$ cat config.mk
export PLATFORM = sky130hd
export DESIGN_NAME = lsagu_top
export DESIGN_NICKNAME = d
export VERILOG_FILES = /design/src/rtl/lsagu_pkg.sv /design/src/rtl/lsagu_mode_dec.sv /design/src/rtl/lsagu_ea.sv /design/src/rtl/lsagu_store_lane.sv /design/src/rtl/lsagu_load_lane.sv /design/src/rtl/lsagu_top.sv
export SDC_FILE = /design/constraint.sdc
export NUM_CORES = 1
export LEC_CHECK = 0
export ABC_AREA = 1
export BUFFER_PORTS_ARGS = -buffer_cell sky130_fd_sc_hd__buf_2
export CAP_MARGIN = 20
export CORE_MARGIN = 2
export CORE_UTILIZATION = 43
export DETAILED_ROUTE_END_ITERATION = 6
export PLACE_DENSITY = 0.78
export SLEW_MARGIN = 20
export SYNTH_ARGS = -nofsm -noshare
export SYNTH_HDL_FRONTEND = slang
export SYNTH_SLANG_ARGS = --single-unit
$ cat constraint.sdc
create_clock -name clk -period 2.5 [get_ports clk]
set_clock_uncertainty 0.1 [all_clocks]
set_input_delay 0.375 -clock clk [delete_from_list [all_inputs] [get_ports clk]]
set_output_delay 0.375 -clock clk [all_outputs]
set_load 0.01 [all_outputs]
$ cat src/rtl/lsagu_pkg.sv
`timescale 1ns/1ps
package lsagu_pkg;

   // Index mode, value is {pre_idx, wb_bit}
   typedef enum logic [1:0] {
      IDX_POST   = 2'b00,
      IDX_RSVD   = 2'b01,
      IDX_OFFSET = 2'b10,
      IDX_PRE    = 2'b11
   } idx_mode_e;

   typedef struct packed {
      logic is_load;
      logic is_byte;
      logic use_sum;   // access address is the modified base
      logic wb_req;    // modified base goes back to the register
      logic bad;       // reserved index mode
   } acc_ctl_t;

endpackage

$ cat src/rtl/lsagu_mode_dec.sv
`timescale 1ns/1ps
module lsagu_mode_dec
   import lsagu_pkg::*;
(
   input  logic     pre_idx,
   input  logic     wb_bit,
   input  logic     byte_acc,
   input  logic     load_acc,
   output acc_ctl_t ctl
);

   idx_mode_e mode;

   assign mode = idx_mode_e'({pre_idx, wb_bit});

   always_comb begin
      ctl         = '0;
      ctl.is_load = load_acc;
      ctl.is_byte = byte_acc;
      unique case (mode)
         IDX_POST: begin
            ctl.use_sum = 1'b0;
            ctl.wb_req  = 1'b1;
         end
         IDX_OFFSET: begin
            ctl.use_sum = 1'b1;
            ctl.wb_req  = 1'b0;
         end
         IDX_PRE: begin
            ctl.use_sum = 1'b1;
            ctl.wb_req  = 1'b1;
         end
         IDX_RSVD: begin
            ctl.bad     = 1'b1;
         end
         default: ctl.bad = 1'b1;
      endcase
   end

endmodule

$ cat src/rtl/lsagu_ea.sv
`timescale 1ns/1ps
module lsagu_ea #(
   parameter int ADDR_W         = 32,
   parameter int OFF_W          = 12,
   parameter bit SUB_VIA_INVERT = 1'b1
) (
   input  logic [ADDR_W-1:0] base_val,
   input  logic [OFF_W-1:0]  imm_off,
   input  logic [ADDR_W-1:0] reg_off,
   input  logic              sel_reg,
   input  logic              up,
   output logic [ADDR_W-1:0] sum
);

   localparam int PAD_W = ADDR_W - OFF_W;

   logic [ADDR_W-1:0] offset;

   // immediate is zero-extended, register offset arrives already shifted
   assign offset = sel_reg ? reg_off : {{PAD_W{1'b0}}, imm_off};

   generate
      if (SUB_VIA_INVERT) begin : g_one_adder
         logic [ADDR_W-1:0] opnd;
         assign opnd = offset ^ {ADDR_W{~up}};
         assign sum  = base_val + opnd + {{(ADDR_W-1){1'b0}}, ~up};
      end else begin : g_two_adders
         logic [ADDR_W-1:0] add_r;
         logic [ADDR_W-1:0] sub_r;
         assign add_r = base_val + offset;
         assign sub_r = base_val - offset;
         assign sum   = up ? add_r : sub_r;
      end
   endgenerate

endmodule

$ cat src/rtl/lsagu_store_lane.sv
`timescale 1ns/1ps
module lsagu_store_lane #(
   parameter int DATA_W = 32,
   parameter int BYTE_W = 8,
   localparam int LANES = DATA_W / BYTE_W,
   localparam int SEL_W = (LANES > 1) ? $clog2(LANES) : 1
) (
   input  logic              is_byte,
   input  logic              is_load,
   input  logic              enable,
   input  logic [SEL_W-1:0]  lane_sel,
   input  logic [DATA_W-1:0] store_src,
   output logic [DATA_W-1:0] wr_data,
   output logic [LANES-1:0]  wr_mask
);

   assign wr_data = is_byte ? {LANES{store_src[BYTE_W-1:0]}} : store_src;

   generate
      for (genvar g = 0; g < LANES; g++) begin : g_mask
         assign wr_mask[g] = enable & ~is_load &
                             (~is_byte | (lane_sel == SEL_W'(g)));
      end
   endgenerate

endmodule

$ cat src/rtl/lsagu_load_lane.sv
`timescale 1ns/1ps
module lsagu_load_lane #(
   parameter int DATA_W = 32,
   parameter int BYTE_W = 8,
   localparam int LANES = DATA_W / BYTE_W,
   localparam int SEL_W = (LANES > 1) ? $clog2(LANES) : 1
) (
   input  logic              is_byte,
   input  logic [SEL_W-1:0]  lane_sel,
   input  logic [DATA_W-1:0] rd_word,
   output logic [DATA_W-1:0] ld_val
);

   logic [BYTE_W-1:0] picked;

   always_comb begin
      picked = '0;
      for (int i = 0; i < LANES; i++) begin
         if (lane_sel == SEL_W'(i)) picked = rd_word[i*BYTE_W +: BYTE_W];
      end
   end

   assign ld_val = is_byte ? {{(DATA_W-BYTE_W){1'b0}}, picked} : rd_word;

endmodule

$ cat src/rtl/lsagu_top.sv
`timescale 1ns/1ps
module lsagu_top
   import lsagu_pkg::*;
#(
   parameter int ADDR_W         = 32,
   parameter int OFF_W          = 12,
   parameter int DATA_W         = 32,
   parameter int BYTE_W         = 8,
   parameter bit SUB_VIA_INVERT = 1'b1,
   parameter bit OUT_REG        = 1'b1,
   localparam int LANES         = DATA_W / BYTE_W,
   localparam int SEL_W         = (LANES > 1) ? $clog2(LANES) : 1
) (
   input  logic              clk,
   input  logic              rst_n,
   input  logic              req_valid,
   input  logic [ADDR_W-1:0] base_val,
   input  logic [OFF_W-1:0]  imm_off,
   input  logic [ADDR_W-1:0] reg_off,
   input  logic              sel_reg,
   input  logic              pre_idx,
   input  logic              up,
   input  logic              wb_bit,
   input  logic              byte_acc,
   input  logic              load_acc,
   input  logic [DATA_W-1:0] store_src,
   input  logic [DATA_W-1:0] rd_word,
   output logic              mem_req,
   output logic [ADDR_W-1:0] mem_addr,
   output logic              is_load,
   output logic              is_byte,
   output logic              bad_enc,
   output logic              wb_en,
   output logic [ADDR_W-1:0] wb_val,
   output logic [DATA_W-1:0] wr_data,
   output logic [LANES-1:0]  wr_mask,
   output logic [DATA_W-1:0] ld_val
);

   // elaboration-time parameter checks
   generate
      if (OFF_W >= ADDR_W) begin : g_err_off
         $error("lsagu_top: OFF_W must be narrower than ADDR_W");
      end
      if (DATA_W % BYTE_W != 0) begin : g_err_lane
         $error("lsagu_top: DATA_W must be a multiple of BYTE_W");
      end
      if ((LANES & (LANES - 1)) != 0) begin : g_err_pow2
         $error("lsagu_top: lane count must be a power of two");
      end
      if (SEL_W > ADDR_W) begin : g_err_sel
         $error("lsagu_top: address too narrow for lane select");
      end
   endgenerate

   acc_ctl_t          ctl;
   logic [ADDR_W-1:0] sum;
   logic [ADDR_W-1:0] n_addr;
   logic              n_go;
   logic              n_bad;
   logic              n_wb;
   logic [DATA_W-1:0] n_wr_data;
   logic [LANES-1:0]  n_wr_mask;

   lsagu_mode_dec u_dec (
      .pre_idx  (pre_idx),
      .wb_bit   (wb_bit),
      .byte_acc (byte_acc),
      .load_acc (load_acc),
      .ctl      (ctl)
   );

   lsagu_ea #(
      .ADDR_W         (ADDR_W),
      .OFF_W          (OFF_W),
      .SUB_VIA_INVERT (SUB_VIA_INVERT)
   ) u_ea (
      .base_val (base_val),
      .imm_off  (imm_off),
      .reg_off  (reg_off),
      .sel_reg  (sel_reg),
      .up       (up),
      .sum      (sum)
   );

   assign n_addr = ctl.use_sum ? sum : base_val;
   assign n_go   = req_valid & ~ctl.bad;
   assign n_bad  = req_valid & ctl.bad;
   assign n_wb   = n_go & ctl.wb_req;

   lsagu_store_lane #(
      .DATA_W (DATA_W),
      .BYTE_W (BYTE_W)
   ) u_st (
      .is_byte   (ctl.is_byte),
      .is_load   (ctl.is_load),
      .enable    (n_go),
      .lane_sel  (n_addr[SEL_W-1:0]),
      .store_src (store_src),
      .wr_data   (n_wr_data),
      .wr_mask   (n_wr_mask)
   );

   generate
      if (OUT_REG) begin : g_reg
         always_ff @(posedge clk) begin
            if (!rst_n) begin
               mem_req  <= 1'b0;
               mem_addr <= '0;
               is_load  <= 1'b0;
               is_byte  <= 1'b0;
               bad_enc  <= 1'b0;
               wb_en    <= 1'b0;
               wb_val   <= '0;
               wr_data  <= '0;
               wr_mask  <= '0;
            end else begin
               mem_req  <= n_go;
               mem_addr <= n_addr;
               is_load  <= ctl.is_load;
               is_byte  <= ctl.is_byte;
               bad_enc  <= n_bad;
               wb_en    <= n_wb;
               wb_val   <= sum;
               wr_data  <= n_wr_data;
               wr_mask  <= n_wr_mask;
            end
         end
      end else begin : g_comb
         assign mem_req  = n_go;
         assign mem_addr = n_addr;
         assign is_load  = ctl.is_load;
         assign is_byte  = ctl.is_byte;
         assign bad_enc  = n_bad;
         assign wb_en    = n_wb;
         assign wb_val   = sum;
         assign wr_data  = n_wr_data;
         assign wr_mask  = n_wr_mask;
      end
   endgenerate

   lsagu_load_lane #(
      .DATA_W (DATA_W),
      .BYTE_W (BYTE_W)
   ) u_ld (
      .is_byte  (is_byte),
      .lane_sel (mem_addr[SEL_W-1:0]),
      .rd_word  (rd_word),
      .ld_val   (ld_val)
   );

endmodule

==> Yosys cells after proc, flatten, opt, wreduce, memory -nomap -nowiden <==
Index checks and enable logic that the tools add are counted.
Widths: inputs -> output; s select.
{ "totals": {"regBits": 105, "inputBits": 149, "output_inout_bits": 137, "word_cells": 50} }
{ "classes": {"n_reduce_logical": 3, "muxes": 10, "eq_ne": 9, "addsub": 2, "bitwise_logic": 17} }
{ "ops": {"columns": ["op", "n"], "rows": [
  ["$mux 32", 4],
  ["$add 32x1->32", 1],
  ["$add 32x32->32", 1],
  ["$mux 8", 4],
  ["$xor 32x32->32", 1],
  ["$eq 2x2->1 const B", 6],
  ["$and 1x1->1", 8],
  ["$eq 2x1->1 const B", 3],
  ["$logic_not 2->1", 3],
  ["$pmux 2 s3", 1],
  ["$not 1->1", 4],
  ["$or 1x1->1", 4],
  ["$mux 1", 1]
]} }

==> Longest topological paths before layout <==
Gate-level depths: netlist of run 1.
{ "logic_depth": {"depth_word": 8, "mapped_depth": 21, "mapped_depth_nobuf": 20} }

==> By module <==
Synthesis of run 1 repeated with hierarchy kept, for this count alone.
{ "unflattened": {"cells_unflattened": 1061, "hier_area_um2": 6732.7} }
{ "by_module_without_submodules": {"columns": ["mod", "seq_area_each_um2", "cells_each", "area_per_inst_um2", "instances"], "rows": [
  ["lsagu_top", 2102.0, 376, 3210.6, 1],
  ["lsagu_ea", 0.0, 469, 2552.4, 1],
  ["lsagu_load_lane", 0.0, 125, 541.8, 1],
  ["lsagu_store_lane", 0.0, 81, 356.6, 1],
  ["lsagu_mode_dec", 0.0, 10, 71.3, 1]
]} }

==> Worst setup path after synthesis of run 1 <==
OpenSTA, ideal clock, no wires.
{ "synth_path": {"path_type": "input -> register", "startpoint": "input sel_reg", "endpoint": "register mem_addr[24]", "setup_slack_ns": -0.060, "path_buffers": 2, "setup_ns": 0.109, "t_required_ns": 2.291, "arrival_time_ns": 2.351, "path_stages": 19, "cell_sequence": "buf_6 -> inv_4 -> clkbuf_1 -> nand2_1 -> nand2_1 -> xor2_1 -> ha_1 -> a21oi_1 -> o21ai_0 -> nand2_1 -> nand3_1 -> nand2_1 -> nand2_1 -> nand2_1 -> nand2_1 -> nand2_1 -> nand3_1 -> nand2_1 -> inv_1"} }
{ "synth_between": {"elab_chain_cells": 5} }
{ "synth_rtl": {"columns": ["item", "line", "rtl"], "rows": [
  ["start: declaration", "lsagu_top.sv:20", "input logic sel_reg,"],
  ["$mux 32", "lsagu_ea.sv:20", "assign offset = sel_reg ? reg_off : {{PAD_W{1'b0}}, imm_off};"],
  ["$xor 32x32->32", "lsagu_ea.sv:25", "assign opnd = offset ^ {ADDR_W{~up}};"],
  ["$add 32x32->32", "lsagu_ea.sv:26", "assign sum = base_val + opnd + {{(ADDR_W-1){1'b0}}, ~up};"],
  ["$add 32x1->32", "lsagu_ea.sv:26", null],
  ["$mux 32", "lsagu_top.sv:86", "assign n_addr = ctl.use_sum ? sum : base_val;"],
  ["end signal: assignment", "lsagu_top.sv:119", "mem_addr <= n_addr;"],
  ["end: declaration", "lsagu_top.sv:29", "output logic [ADDR_W-1:0] mem_addr,"]
]} }
No other way between the ends.
A chain may end at the register's enable or synchronous reset.

==> Worst setup path in the final report of run 1 <==
{ "layout_path": {"startpoint": "input up", "endpoint": "register mem_addr[26]"} }
{ "layout_between": {"elab_chain_cells": 5} }
{ "layout_rtl": {"columns": ["item", "line", "rtl"], "rows": [
  ["start: declaration", "lsagu_top.sv:22", "input logic up,"],
  ["$not 1->1 *", "lsagu_ea.sv:25, lsagu_ea.sv:26", null],
  ["$xor 32x32->32", "lsagu_ea.sv:25", null],
  ["$add 32x32->32", "lsagu_ea.sv:26", null],
  ["$add 32x1->32 *", "lsagu_ea.sv:26", null],
  ["$mux 32 *", "lsagu_top.sv:86", null]
]} }
Every way passes the cells marked *; elsewhere a longest branch is shown, timed or not.

==> results of run 1 <==
==> metrics by stage <==
step / instance area (um^2) / util (%)
3_3_place_gp: 8690 / 60.2
2_1_floorplan: 6320 / -
3_5_place_dp: 8690 / 60.2
4_1_cts: 9000 / 62.4
5_1_grt: 9330 / 64.7
6_report: 9330 / 64.7
==> power by group <==
| group | internal (mW) | total, mW | switching [mW] |
|---|---|---|---|
| combinational | 1.03 | 2.31 | 1.28 |
| clock | 0.728 | 1.50 | 0.769 |
| sequential | 1.87 | 1.92 | 0.0524 |
==> flip-flops by register name, indices dropped and copies added, names as in the netlist <==
register,cells
bad_enc,1
wb_en,1
wb_val,32
wr_mask,4
is_byte,1
is_load,1
wr_data,32
mem_addr,32
mem_req,1
==> placed cells by master, fill, tap and decap left out, types with 10 or more instances in the layout <==
cell type and count:
buf_2 284, nand2_1 223, o211ai_1 10, a21oi_1 76, nor2_1 119, ha_1 27
clkbuf_16 10, nor2_2 11, buf_4 104, dfxtp_1 105, inv_1 138, nand3_1 39
nand2_2 13, xor2_1 34, o21ai_0 37
==> cell families after synthesis <==
logic type / count (synthesis)
AO/OA/AOI/OAI: 166
XOR/XNOR: 45
adder cells (fa/ha/maj): 37
buffers and inverters: 177
flip-flops: 105
AND/OR/NAND/NOR: 431
==> how the worst min path moves through the flow <==
stage	end	slack (ns)
floorplan	is_load	0.37
global placement	wr_data[4]	0.47
detailed placement	wr_data[2]	0.48
CTS	wr_data[0]	0.1
global route	wr_data[4]	0.11
finish	wr_data[2]	0.10
==> metal layers <==
layer,share of wire (%),vias to the layer above
li1,-,3775
met1,40,3359
met2,51,293
met3,6.0,38
met4,2.9,0
met5,0,-
==> area by class of cell <==
cell class / instances / share of cell area [%]
inverters: 147 / 6.00
diodes: 1 / 0.0268
repair buffers: 394 / 24.8
multi-input cells: 679 / 40.9
clock buffers: 9 / 2.41
flip-flops and latches: 105 / 22.5
well taps: 184 / 2.47
clock inverters: 7 / 0.899
==> timing repair <==
action,CTS,global route
setup buffers,0,3
endpoints found under the setup margin,0,34
gates resized for setup,0,62
==> results_dict.tcl, run 1 <==
set metrics [dict create \
    status "finished clean" \
    critPathLaunch "up" \
    drtIter0Drc 379 \
    path_cells "buf_2 > inv_4 > buf_12 > buf_4 > xor2_1 > ha_1 > nand2_1 > o21ai_2 > nand2_1 > nand2_2 > inv_2 > o21ai_2 > nand3_1 > nand3_1 > nand3_1 > nand2_1 > inv_1" \
    io_pins 286 \
    crit_type "in -> reg" \
    tritoncts "done" \
    grt_setup_unrepaired "true" \
    synth-seq-cells 105 \
    grt_max_degree 57 \
    cts_made_buffers 9 \
    synth-simple-area-share_pct 27.8 \
    drtPass1Iterations 7 \
    drv_slew 0 \
    maxCapViolations 0 \
    synth_xor_area_share_pct 6.24 \
    area_growth_pct 47.6 \
    ctsHtreeMaxLevel 3 \
    worst-path-buf-inv 6 \
    final_layout_size_suffix_gt1_share_pct 35.8 \
    synth_flop_cell "dfxtp_1" \
    slew_headroom_pct 53.4 \
    preCtsSetupSlack_ns -0.326 \
    hold_viol 0 \
    synth_top_area_cell "dfxtp_1" \
    die_area_um2 15700 \
    finalWirelength_um 22300 \
    power_density_nw_per_um2 613 \
    synthesis.nets 1147 \
    hold_class "in -> reg" \
    async_flop_share_pct 0 \
    synthTopCellsByCount "227 x nand2_1, 141 x inv_1, 129 x nor2_1" \
    hold_depth 3 \
    required_ns 2.67 \
    crit_path_end "mem_addr[26]" \
    critPathMaxFanout 11 \
    fin_cells 1526 \
    yosysWarnings 0 \
    die_w_um 125 \
    gp_congestion 0.905 \
    vdd_drop_max_uv 478 \
    setup_violations 0 \
    start_util_pct 43.8 \
    grtUsageMet1_pct 29.7 \
    cp.depth 17 \
    dr_total_vias 7465 \
    clock_path_buffers 2 \
    fillCellCount 1284 \
    avgRoutedWirePerCell_um 14.6 \
    grt_pass1_wl_um 33300 \
    design.core.area_um2 14400 \
    numClockSinks 105 \
    dp_hpwl_um 17400 \
    synth-seq-area-share_pct 33.3 \
    drc 0 \
    grt_usage_pct 26.3 \
    synth_area_leaders "dfxtp_1 33%, nand2_1 13%, inv_1 8.4%, nor2_1 7.7%, ha_1 7.1%" \
    dp_cells 1505 \
    globalRouteOverflowTotal 0 \
    fin_nets 1522 \
    synth_top_area_share_pct 33.3 \
    met3_usage_pct 4.24 \
    rows 44 \
    cp_top_family "simple AND/OR/NAND/NOR gates" \
    crit_arrival_ns 2.59 \
    synth_cells 961 \
    numPortBuffers 285 \
    avgSynthCellArea_um2 6.58 \
    yosysMostFrequentCell "nand2_1" \
    synth_top_family_by_area "simple AND/OR/NAND/NOR gates" \
    grtUsageMet2_pct 49.3 \
    root_buffer "clkbuf_16" \
    hold_path.startpoint "store_src[2]" \
    multi_input_area_um2 3810 \
    setup-tns-final_ns 0 \
    holdWs_ns 0.102 \
    fmax_mhz 413 \
    crit_path_end_kind "flip-flop" \
    vias_per_cell 4.89 \
    grt-busiest-layer "met2" \
    synth_edf_count 0 \
    setup_slack_ns 0.0802 \
    cts_hold_buf 0 \
    layout_min_cycle_time_ns 2.42 \
    grt_pass1_vias 6957 \
    synthAdderAreaFrac_pct 7.44 \
    synth-compound-area-share_pct 14.5 \
    total_power_mw 5.72 \
    clk_pin_slew_ns 0.09 \
    final-seq-area_um2 2100 \
    antenna_left 0 \
    start_kind "input pin" \
    cp_slowest_stage_delay_ns 0.38 \
    syn_area_um2 6320 \
    tightest_slew_ns 0.698 \
    antenna_found_initial 1 \
    p_leak_nw 5.26 \
    final.period_utilization_pct 96.8 \
    synthDistinctLibCells 40 \
    chipHeight_um 125 \
    critPathSlowestCell "ha_1" \
    synth_mux_area_share_pct 0 \
]
Note: power is estimated with default switching activity, not from simulation.
==> inputs of run 2 (changes only) <==
- REMOVE_ABC_BUFFERS: not set -> 1
==> results_dict.tcl, run 2 (synthesized netlist as in run 1, its figures left out) <==
set metrics [dict create \
    antenna_left 0 \
    diodes 0 \
    fillCellCount 1330 \
    grtUsageMet2_pct 51.7 \
    numClockSinks 105 \
    final.period_utilization_pct 96.6 \
    grt_pass1_wl_um 34400 \
    grt-busiest-layer "met2" \
    design.core.area_um2 14400 \
    globalRouteOverflowTotal 0 \
    cp_slowest_stage_delay_ns 0.34 \
    crit_arrival_ns 2.58 \
    setup_violations 0 \
    layout_common_cells "284 x buf_2, 224 x nand2_1, 139 x inv_1" \
    seq_power_share_pct 34.1 \
    cts_hold_buf 0 \
    start_util_pct 43.8 \
    hold_viol 0 \
    critPathSlowestCell "ha_1" \
    setup-tns-final_ns 0 \
    clock_path_buffers 2 \
    clk_pin_slew_ns 0.08 \
    ctsHtreeMaxLevel 3 \
    root_buffer "clkbuf_16" \
    drtPass1Iterations 5 \
    dp_cells 1495 \
    dp_hpwl_um 18000 \
    fin_cells 1518 \
    rows 44 \
    slew_headroom_pct 64.4 \
    drc 0 \
    drtIter0Drc 384 \
    switching_share_pct 36.4 \
    met3_usage_pct 4.96 \
    preCtsSetupSlack_ns -0.470 \
    final_layout_size_suffix_gt1_share_pct 34.6 \
    numPortBuffers 285 \
    start_kind "input pin" \
    netSwitchingPower_mw 2.05 \
    avgRoutedWirePerCell_um 14.7 \
    hold_class "in -> reg" \
    status "finished clean" \
    vdd_drop_max_uv 417 \
    antenna_found_initial 0 \
    multi_input_area_um2 3730 \
    clkPwrFrac_pct 26.0 \
    finalWirelength_um 22200 \
    power_density_nw_per_um2 612 \
    crit_type "in -> reg" \
    drv_slew 0 \
    fmax_mhz 414 \
    p_leak_nw 5.23 \
    pwr-share-comb_pct 39.8 \
    total_power_mw 5.62 \
    internal_power_mw 3.57 \
    chipHeight_um 125 \
    tritoncts "done" \
    grtUsageMet1_pct 31.3 \
    crit_path_end_kind "flip-flop" \
    tightest_slew_ns 0.532 \
    setup_slack_ns 0.0848 \
    vias_per_cell 4.86 \
    gp_congestion 0.950 \
    worst-path-buf-inv 7 \
    io_pins 286 \
    fin_nets 1515 \
    path_common_cell "nand2_1" \
    maxCapViolations 0 \
    grt_pass1_vias 6780 \
    final-seq-area_um2 2100 \
    reg_top3 "mem_addr (32), wb_val (32), wr_data (32)" \
    grt_setup_unrepaired "true" \
    cts_made_buffers 9 \
    required_ns 2.67 \
    area_growth_pct 45.5 \
    die_w_um 125 \
    layout_min_cycle_time_ns 2.42 \
    holdWs_ns 0.108 \
    layout_commonest_cell "buf_2" \
    grt_usage_pct 27.5 \
    die_area_um2 15700 \
    grt_max_degree 32 \
    cp_top_family "simple AND/OR/NAND/NOR gates" \
    critPathMaxFanout 11 \
    dr_total_vias 7381 \
    path_cells "buf_2 > inv_4 > buf_12 > buf_4 > xor2_2 > ha_1 > nand2_2 > inv_1 > nand2_1 > clkinv_1 > nand3_1 > nand3_2 > nand2_2 > nand2_1 > nand2_1 > nand2_1 > nand2_1 > nand3_1 > nand2_1 > inv_1" \
]
==> run 2: area by class of cell <==
cell class	count	area share, %
multi-input combinational	679	40.6
inverter	147	6.08
timing repair buffer	387	24.6
tap	184	2.50
clock buffer	9	2.45
sequential	105	22.9
clock inverter	7	0.898
==> run 2: path summary, 6_finish.rpt <==
check,start,end,cells after the start
setup / recovery,up,mem_addr[24],20
hold / removal,load_acc,is_load,3
==> run 2: metrics by stage <==
| step | cell area (um^2) | utilization (%) |
|---|---|---|
| finish | 9190 | 63.7 |
| detailed placement | 8600 | 59.6 |
| CTS | 8950 | 62.1 |
| global route | 9190 | 63.7 |
| floorplan | 6190 | - |
| global placement | 8600 | 59.6 |
==> run 2: power by group through the flow <==
stage	Sequential (mW)	Clock, mW	Combinational (mW)
floorplan	2.07	0	1.01
global route	1.94	1.56	2.47
detailed placement	1.96	0	2.10
global placement	1.96	0	2.08
finish	1.92	1.46	2.24
CTS	1.92	1.50	2.13
==> run 2: worst min-delay path: stages <==
cell,delay [ns]
buf_2,0.09
nand2_1,0.04
inv_1,0.04
==> run 2: metal layers <==
layer  up-vias  wire, um
met5         -         0
met1      3326      8860
li1       3748         -
met4         0       706
met3        45      1140
met2       262     11500
==> run 2: timing repair <==
item,4_1_cts,5_1_grt
setup endpoints to repair,6,47
resized for setup,3,50
pin swaps,1,11
buffers inserted,1,5
cloned,1,0
